[config.mk]
export PLATFORM = sky130hd
export DESIGN_NAME = mul_array_top
export DESIGN_NICKNAME = d
export VERILOG_FILES = /design/src/rtl/mul_pkg.sv /design/src/rtl/mul_pp_matrix.sv /design/src/rtl/mul_add_cell.sv /design/src/rtl/mul_csa_array.sv /design/src/rtl/mul_cla_adder.sv /design/src/rtl/mul_array_top.sv
export SDC_FILE = /design/constraint.sdc
export NUM_CORES = 1
export LEC_CHECK = 0
export ABC_AREA = 1
export ABC_CLOCK_PERIOD_IN_PS = 6400
export BUFFER_PORTS_ARGS = -buffer_cell sky130_fd_sc_hd__clkbuf_2
export CORE_AREA = 3 3 40 42
export DETAILED_ROUTE_END_ITERATION = 8
export DIE_AREA = 0 0 43 45
export SLEW_MARGIN = 30
export SYNTH_ARGS = -nofsm -noshare
export SYNTH_HDL_FRONTEND = slang
export SYNTH_SLANG_ARGS = --single-unit
[constraint.sdc]
create_clock -name vclk -period 6.4
set_input_delay 0.64 -clock vclk [all_inputs]
set_output_delay 0.64 -clock vclk [all_outputs]
set_load 0.05 [all_outputs]
[src/rtl/mul_pkg.sv]
package mul_pkg;
    // Width of one carry-lookahead group in the final adder.
    localparam int CLA_GROUP = 4;
endpackage

[src/rtl/mul_pp_matrix.sv]
// AND-plane that forms every partial-product bit.
// Flat index i*N+j holds mplier[i] & mcand[j] (weight 2^(i+j)).
module mul_pp_matrix #(
    parameter int N = 4
) (
    input  logic [N-1:0]   mcand,
    input  logic [N-1:0]   mplier,
    output logic [N*N-1:0] pp
);
    for (genvar i = 0; i < N; i++) begin : g_row
        for (genvar j = 0; j < N; j++) begin : g_bit
            assign pp[i*N+j] = mplier[i] & mcand[j];
        end
    end
endmodule

[src/rtl/mul_add_cell.sv]
// One adder cell. FULL=1 sums three bits; FULL=0 is a half adder on a and b.
module mul_add_cell #(
    parameter bit FULL = 1'b1
) (
    input  logic a,
    input  logic b,
    input  logic ci,
    output logic s,
    output logic co
);
    if (FULL) begin : g_full
        assign s  = a ^ b ^ ci;
        assign co = (a & b) | (a & ci) | (b & ci);
    end else begin : g_half
        logic unused_ci;
        assign unused_ci = ci;
        assign s  = a ^ b;
        assign co = a & b;
    end
endmodule

[src/rtl/mul_csa_array.sv]
// Carry-save reduction array. After stage i, s_row[j] has weight 2^(i+j)
// and c_row[j] has weight 2^(i+j+1). Bit 0 of each stage is a final product bit.
module mul_csa_array #(
    parameter int N = 4
) (
    input  logic [N*N-1:0] pp,
    output logic [N-1:0]   low_bits,
    output logic [N-1:0]   x_vec,
    output logic [N-1:0]   y_vec
);
    for (genvar i = 0; i < N; i++) begin : g_row
        logic [N-1:0] s_row;
        logic [N-1:0] c_row;
        if (i == 0) begin : g_top
            assign s_row = pp[N-1:0];
            assign c_row = '0;
        end else begin : g_add
            for (genvar j = 0; j < N; j++) begin : g_col
                if (j == N-1 && i == 1) begin : g_pass
                    assign s_row[j] = pp[i*N+j];
                    assign c_row[j] = 1'b0;
                end else if (j == N-1) begin : g_edge
                    mul_add_cell #(.FULL(1'b0)) u_cell (
                        .a  (g_row[i-1].c_row[j]),
                        .b  (pp[i*N+j]),
                        .ci (1'b0),
                        .s  (s_row[j]),
                        .co (c_row[j])
                    );
                end else if (i == 1) begin : g_half
                    mul_add_cell #(.FULL(1'b0)) u_cell (
                        .a  (g_row[i-1].s_row[j+1]),
                        .b  (pp[i*N+j]),
                        .ci (1'b0),
                        .s  (s_row[j]),
                        .co (c_row[j])
                    );
                end else begin : g_full
                    // partial-product bit enters on the carry input
                    mul_add_cell #(.FULL(1'b1)) u_cell (
                        .a  (g_row[i-1].s_row[j+1]),
                        .b  (g_row[i-1].c_row[j]),
                        .ci (pp[i*N+j]),
                        .s  (s_row[j]),
                        .co (c_row[j])
                    );
                end
            end
        end
        assign low_bits[i] = s_row[0];
    end

    assign x_vec = {1'b0, g_row[N-1].s_row[N-1:1]};
    assign y_vec = g_row[N-1].c_row;
endmodule

[src/rtl/mul_cla_adder.sv]
// Carry-lookahead adder: flat sum-of-products carries inside each group,
// group carries chained. The last group is narrower when W is not a multiple.
module mul_cla_adder
    import mul_pkg::*;
#(
    parameter int W = 4
) (
    input  logic [W-1:0] x,
    input  logic [W-1:0] y,
    output logic [W-1:0] sum,
    output logic         cout
);
    localparam int NG = (W + CLA_GROUP - 1) / CLA_GROUP;

    logic [W-1:0] gen;
    logic [W-1:0] prop;
    assign gen  = x & y;
    assign prop = x ^ y;

    for (genvar gi = 0; gi < NG; gi++) begin : g_grp
        localparam int BASE = gi * CLA_GROUP;
        localparam int GW   = (W - BASE < CLA_GROUP) ? (W - BASE) : CLA_GROUP;
        logic          cin_grp;
        logic [GW-1:0] cg;
        logic [GW-1:0] sm;

        if (gi == 0) begin : g_c0
            assign cin_grp = 1'b0;
        end else begin : g_cn
            assign cin_grp = g_grp[gi-1].cg[CLA_GROUP-1];
        end

        always_comb begin
            logic acc;
            logic term;
            for (int k = 0; k < GW; k++) begin
                acc = cin_grp;
                for (int m = 0; m <= k; m++) acc = acc & prop[BASE+m];
                for (int m = 0; m <= k; m++) begin
                    term = gen[BASE+m];
                    for (int q = m + 1; q <= k; q++) term = term & prop[BASE+q];
                    acc = acc | term;
                end
                cg[k] = acc;
            end
        end

        always_comb begin
            for (int k = 0; k < GW; k++) begin
                sm[k] = prop[BASE+k] ^ ((k == 0) ? cin_grp : cg[(k == 0) ? 0 : k-1]);
            end
        end

        assign sum[BASE +: GW] = sm;
    end

    assign cout = g_grp[NG-1].cg[W - (NG-1)*CLA_GROUP - 1];
endmodule

[src/rtl/mul_array_top.sv]
// Combinational unsigned array multiplier, WIDTH >= 2.
module mul_array_top #(
    parameter int WIDTH = 4
) (
    input  logic [WIDTH-1:0]   mcand,
    input  logic [WIDTH-1:0]   mplier,
    output logic [2*WIDTH-1:0] product
);
    localparam int PPW = WIDTH * WIDTH;

    logic [PPW-1:0]   pp;
    logic [WIDTH-1:0] low_bits;
    logic [WIDTH-1:0] x_vec;
    logic [WIDTH-1:0] y_vec;
    logic [WIDTH-1:0] high_bits;
    logic             cla_cout;

    mul_pp_matrix #(.N(WIDTH)) u_pp (
        .mcand  (mcand),
        .mplier (mplier),
        .pp     (pp)
    );

    mul_csa_array #(.N(WIDTH)) u_csa (
        .pp       (pp),
        .low_bits (low_bits),
        .x_vec    (x_vec),
        .y_vec    (y_vec)
    );

    mul_cla_adder #(.W(WIDTH)) u_cla (
        .x    (x_vec),
        .y    (y_vec),
        .sum  (high_bits),
        .cout (cla_cout)
    );

    assign product = {high_bits, low_bits};
endmodule

==> impl_results.md, run 1 <==
- Outcome: finished clean
- Core footprint: 1280 µm²
- Crit-path cells: clkbuf_2 > nand2_1 > inv_1 > ha_1 > inv_1 > fa_1 > inv_1 > fa_1 > ha_1 > inv_1 > fa_1 > inv_1 > nand2_1 > nand2_1 > clkbuf_2
- Hold Vio Cnt, Final: 0
- Period utilization: 60.5%
- Slowest CP cell: fa_1
- Top Ports: 16
- Relative slew slack: 81.6%
- GRT Total Usage: 7.88%
- Vias in the first global route: 346
- Cell area after synthesis: 435 µm²
- Routed vias: 371
- Worst-Margin Slew: 0.278 ns
- Number of max-cap violations: 0
- Final GP Congestion: 0.701
- Final cell count without fillers: 94
- Top cell by count, worst path: inv_1
- VDD IR-drop max: 0.0000442 V
- # DRC: 0
- Final WL: 714 µm
- Total Neg Setup Slack: 0 ns
- Power Dens Cells: 144 nW/µm²
- Worst Setup End Kind: output pin
- Placed insts: 94
- First-pass GRT wire length: 1210 µm
- Pin count of the biggest net entering global routing: 5
- Setup violators final: 0
- Crit Path Class: primary input to output pin
- Top cell type by total area after synthesis: fa_1
- Crit path time final: 3.87 ns
- CP peak stage delay: 0.53 ns
- First-pass detailed-route iteration total: 4
- CLK BUF: 0
- Starting DRT DRC Count: 2
- Die X: 43 µm
- Seq Cell Count: 0
- HPWL after DPL: 716 µm
- Synth warn: 0
- Die H: 45 µm
- Core Rows: 13
- Die footprint: 1940 µm²
- Top post-synthesis cells by area: fa_1 32%, inv_1 23%, ha_1 20%
- Initial antenna violation count: 0
- Wire length per cell: 7.60 µm
- Post-place instance area: 512 µm²
- Fillers: 151
- Fmax: 258 MHz
- Multi-input gate area: 312 µm²
- CP top delay family: adder cells
- Leak: 0.400 nW
- Critical Path RT: 5.76 ns
- Register area: 0 µm²
- Critical path arrival: 3.23 ns
- Syn Inst Count: 66
- Mean post-synth cell area: 6.60 µm²
- Synth top area share: 32.2%
- Pins over their slew limit: 0
- Hold-fix buffers, CTS: 0
- Startpoint Class: primary input
- Gates resized, CTS repair: 0
- Layout Utilization: 39.8%
- Grt total ovfl: 0
- Port-buffer cells: 16
- Worst hold path type: primary input to output pin
- Register area share after synthesis: 0%
- Syn Nets: 88
- CP max FO: 4
- Setup Fix Bufs, Post-CTS: 0
- Initial Utilization: 33.9%
- Final ANT Viol Nets: 0
- Critical path buffers and inverters: 7
- Post-route cell area: 512 µm²
- RSZ-0062 raised after global routing: no
- P&R area growth vs syn: 17.5%
- Final #Nets: 103
- Vias per Instance: 3.95
- Layout cell share with drive strength beyond 1: 20.3%
- Antenna Diode Count: 0
- Netlist cell types: 6
-- metrics by stage --
stage / worst slack (ns) / hold slack, ns / total power (W)
2_1_floorplan: 2.73 / 1.50 / 0.0000635
3_3_place_gp: 2.55 / 1.70 / 0.0000735
3_5_place_dp: 2.49 / 1.70 / 0.0000753
4_1_cts: 2.49 / 1.70 / 0.0000755
5_1_grt: 2.39 / 1.74 / 0.0000812
6_report: 2.53 / 1.70 / 0.0000738
-- synthesized netlist by cell type --
library cell  count
ha_1              7
inv_1            27
nand2_1          21
fa_1              7
nand3_1           1
buf_4             3
-- report_power, final --
part	internal [W]	switching [W]
registers	0	0
logic	0.0000186	0.0000553
clock network	0	0
-- metal layers --
metal	routed length, µm	vias up	global-route usage (%)
met5	0	-	0
met4	0	0	0
met3	37	0	0.398
met2	389	7	16.8
met1	287	162	9.09
li1	-	202	-
-- cells in the final DEF, fill, tap and decap left out --
cell      count
inv_1        27
nand2_1      21
clkbuf_2     16
fa_1          7
ha_1          7
nand3_1       1
-- worst min-delay path, cell delays in order --
cell      delay [ns]
clkbuf_2        0.11
nand2_1         0.06
inv_1           0.03
clkbuf_2        0.22
-- cells by family after synthesis --
group,Yosys count,share of synthesized area (%)
adder cells (fa/ha/maj),14,52.3
AND/OR/NAND/NOR,22,19.3
buffers and inverters,30,28.4
-- layout make-up --
type | instances | area share [%]
well taps | 15 | 3.67
repair buffers | 16 | 15.6
multi-input cells | 36 | 60.9
inverters | 27 | 19.8
-- final timing paths --
path | from | to | slack (ns) | cells past startpoint
setup / recovery | mcand[3] | product[6] | 2.53 | 15
hold / removal | mcand[0] | product[0] | 1.70 | 4
Note: power is estimated with default switching activity, not from simulation.
==> run 2: changes to the inputs <==
--- a/config.mk
+++ b/config.mk
@@ -6,7 +6,7 @@
 export NUM_CORES = 1
 export LEC_CHECK = 0
 export ABC_AREA = 1
-export ABC_CLOCK_PERIOD_IN_PS = 6400
+export ABC_CLOCK_PERIOD_IN_PS = 3500
 export BUFFER_PORTS_ARGS = -buffer_cell sky130_fd_sc_hd__clkbuf_2
 export CORE_AREA = 3 3 40 42
 export DETAILED_ROUTE_END_ITERATION = 8
==> constraint.sdc (replaced) <==
create_clock -name vclk -period 3.5
set_input_delay 0.35 -clock vclk [all_inputs]
set_output_delay 0.35 -clock vclk [all_outputs]
set_load 0.05 [all_outputs]
==> run 2 against run 1 <==
Worst hold slack got worse by 0.58 ns. Final cell count unchanged. Count of clock-buffer cells in the layout is the same. Design area is the same. Combinational power grew 83%. Die area stayed put. Critical path depth is the same. Largest cell class unchanged. Wire length rose by 5.6%. Global-route usage up 1.1 points. Worst setup slack lost 2.3 ns. First-iteration DRC count grew to 6.5 times the previous value. Non-clock buffer count unchanged. Critical endpoint unchanged.
==> impl_results.md, run 2 (synthesis gave the netlist of run 1 again) <==
- RSZ-0062 raised after global routing: no
- CP max FO: 4 (unchanged)
- Pins over their slew limit: 0 (unchanged)
- Post-route cell area: 512 µm² (unchanged)
- Setup Fix Bufs, Post-CTS: 0 (unchanged)
- Worst hold path type: primary input to output pin
- Core footprint: 1280 µm² (unchanged)
- Die X: 43 µm (unchanged)
- Most common cell after layout, fill and taps aside: inv_1
- Register area: 0 µm² (unchanged)
- Worst-Margin Slew: 0.279 ns (+0.000929 ns)
- Critical path arrival: 2.95 ns (-0.28 ns)
- Multi-input gate area: 312 µm² (unchanged)
- Commonest non-fill, non-tap cells in the layout: 27 x inv_1, 21 x nand2_1, 16 x clkbuf_2, 7 x fa_1, 7 x ha_1
- Routed vias: 369 (-0.54%)
- Crit path time final: 3.30 ns
- Grt total ovfl: 0 (unchanged)
- Stages on the worst setup path: 15 (unchanged)
- Worst Setup End Kind: output pin
- Wire length per cell: 8.02 µm (+5.6%)
- Antenna Diode Count: 0 (unchanged)
- Final ANT Viol Nets: 0 (unchanged)
- CLK BUF: 0 (unchanged)
- Pin count of the biggest net entering global routing: 5 (unchanged)
- Vias per Instance: 3.93 (-0.54%)
- Vias in the first global route: 374 (+8.1%)
- Initial antenna violation count: 0 (unchanged)
- Crit Path Class: primary input to output pin
- Hold-fix buffers, CTS: 0 (unchanged)
- Slowest CP cell: fa_1
- Post-place instance area: 512 µm² (unchanged)
- Final GP Congestion: 0.711 (+1.5%)
- Seq Cell Count: 0 (unchanged)
- Core Rows: 13 (unchanged)
- Top cell by count, worst path: inv_1
- Gates resized, CTS repair: 0 (unchanged)
- Outcome: finished clean
- Leak: 0.400 nW (unchanged)
- Total Neg Setup Slack: 0 ns (unchanged)
- VDD IR-drop max: 0.0000886 V (+100%)
- Setup violators final: 0 (unchanged)
- Critical path buffers and inverters: 7 (unchanged)
- HPWL after DPL: 727 µm (+1.6%)
- First-pass detailed-route iteration total: 4 (unchanged)
- Hold Path Cell Cnt: 4 (unchanged)
- CP Launch Point: mplier[0]
- Final WL: 754 µm (+5.6%)
- Hold Vio Cnt, Final: 0 (unchanged)
- Relative slew slack: 81.5% (about the same)
- Fmax: 303 MHz
- Initial Utilization: 33.9% (unchanged)
- Die footprint: 1940 µm² (unchanged)
- Number of max-cap violations: 0 (unchanged)
- Starting DRT DRC Count: 13 (+11)
- Layout Utilization: 39.8% (unchanged)
- Startpoint Class: primary input
- Critical Path RT: 3.15 ns (-2.61 ns)
- CP top delay family: adder cells
- GRT Total Usage: 8.98% (+1.1 points)
- Power Dens Cells: 265 nW/µm² (+83%)
- Crit-path cells: clkbuf_2 > nand2_1 > inv_1 > ha_1 > inv_1 > fa_1 > inv_1 > fa_1 > ha_1 > inv_1 > fa_1 > inv_1 > nand2_1 > nand2_1 > clkbuf_2
- Die H: 45 µm (unchanged)
- CP peak stage delay: 0.53 ns (about the same)
- P&R area growth vs syn: 17.5% (unchanged)
- Port-buffer cells: 16 (unchanged)
- Fillers: 144 (-4.6%)
- CP endpoint: product[6]
- # DRC: 0 (unchanged)
- Period utilization: 94.3%
- First-pass GRT wire length: 1360 µm (+13%)
- Layout cell share with drive strength beyond 1: 20.3% (unchanged)
- Top Ports: 16 (unchanged)
- Final #Nets: 103 (unchanged)
-- run 2: cell counts in the layout (fill, tap and decap cells not counted) --
Identical to the previous run, type by type.
-- run 2: power by group --
group	switching, W	internal, W	total (W)
logic	0.000102	0.0000339	0.000135
registers	0	0	0
clock network	0	0	0
-- run 2: per-layer routing --
metal	vias to the layer above	part of all wire, %	track usage [%]
met5	-	0	0
met4	0	0	0
met3	0	3.7	0
met2	7	56	20.1
met1	160	40	9.85
li1	202	-	-
-- run 2: area by class of cell --
type | instances | area share, %
Multi-Input combinational cell | 36 | 60.9
Timing Repair Buffer | 16 | 15.6
Tap cell | 15 | 3.67
Inverter | 27 | 19.8
-- run 2: how the worst min path moves through the flow --
stage,endpoint,startpoint,slack (ns)
floorplan,product[0],mcand[0],0.92
global placement,product[0],mcand[0],1.12
detailed placement,product[0],mcand[0],1.12
CTS,product[0],mcand[0],1.12
global route,product[0],mcand[0],1.16
finish,product[0],mcand[0],1.11
-- run 2: stage by stage --
stage / hold WS [ns] / power (W) / cells / worst slack, ns
after floorplan: 0.922 / 0.000116 / 66 / 0.408
after global placement: 1.12 / 0.000135 / 94 / 0.228
after detailed placement: 1.12 / 0.000138 / 94 / 0.182
after CTS: 1.12 / 0.000138 / 94 / 0.177
after global routing: 1.16 / 0.000151 / 94 / 0.0546
final: 1.11 / 0.000135 / 94 / 0.200
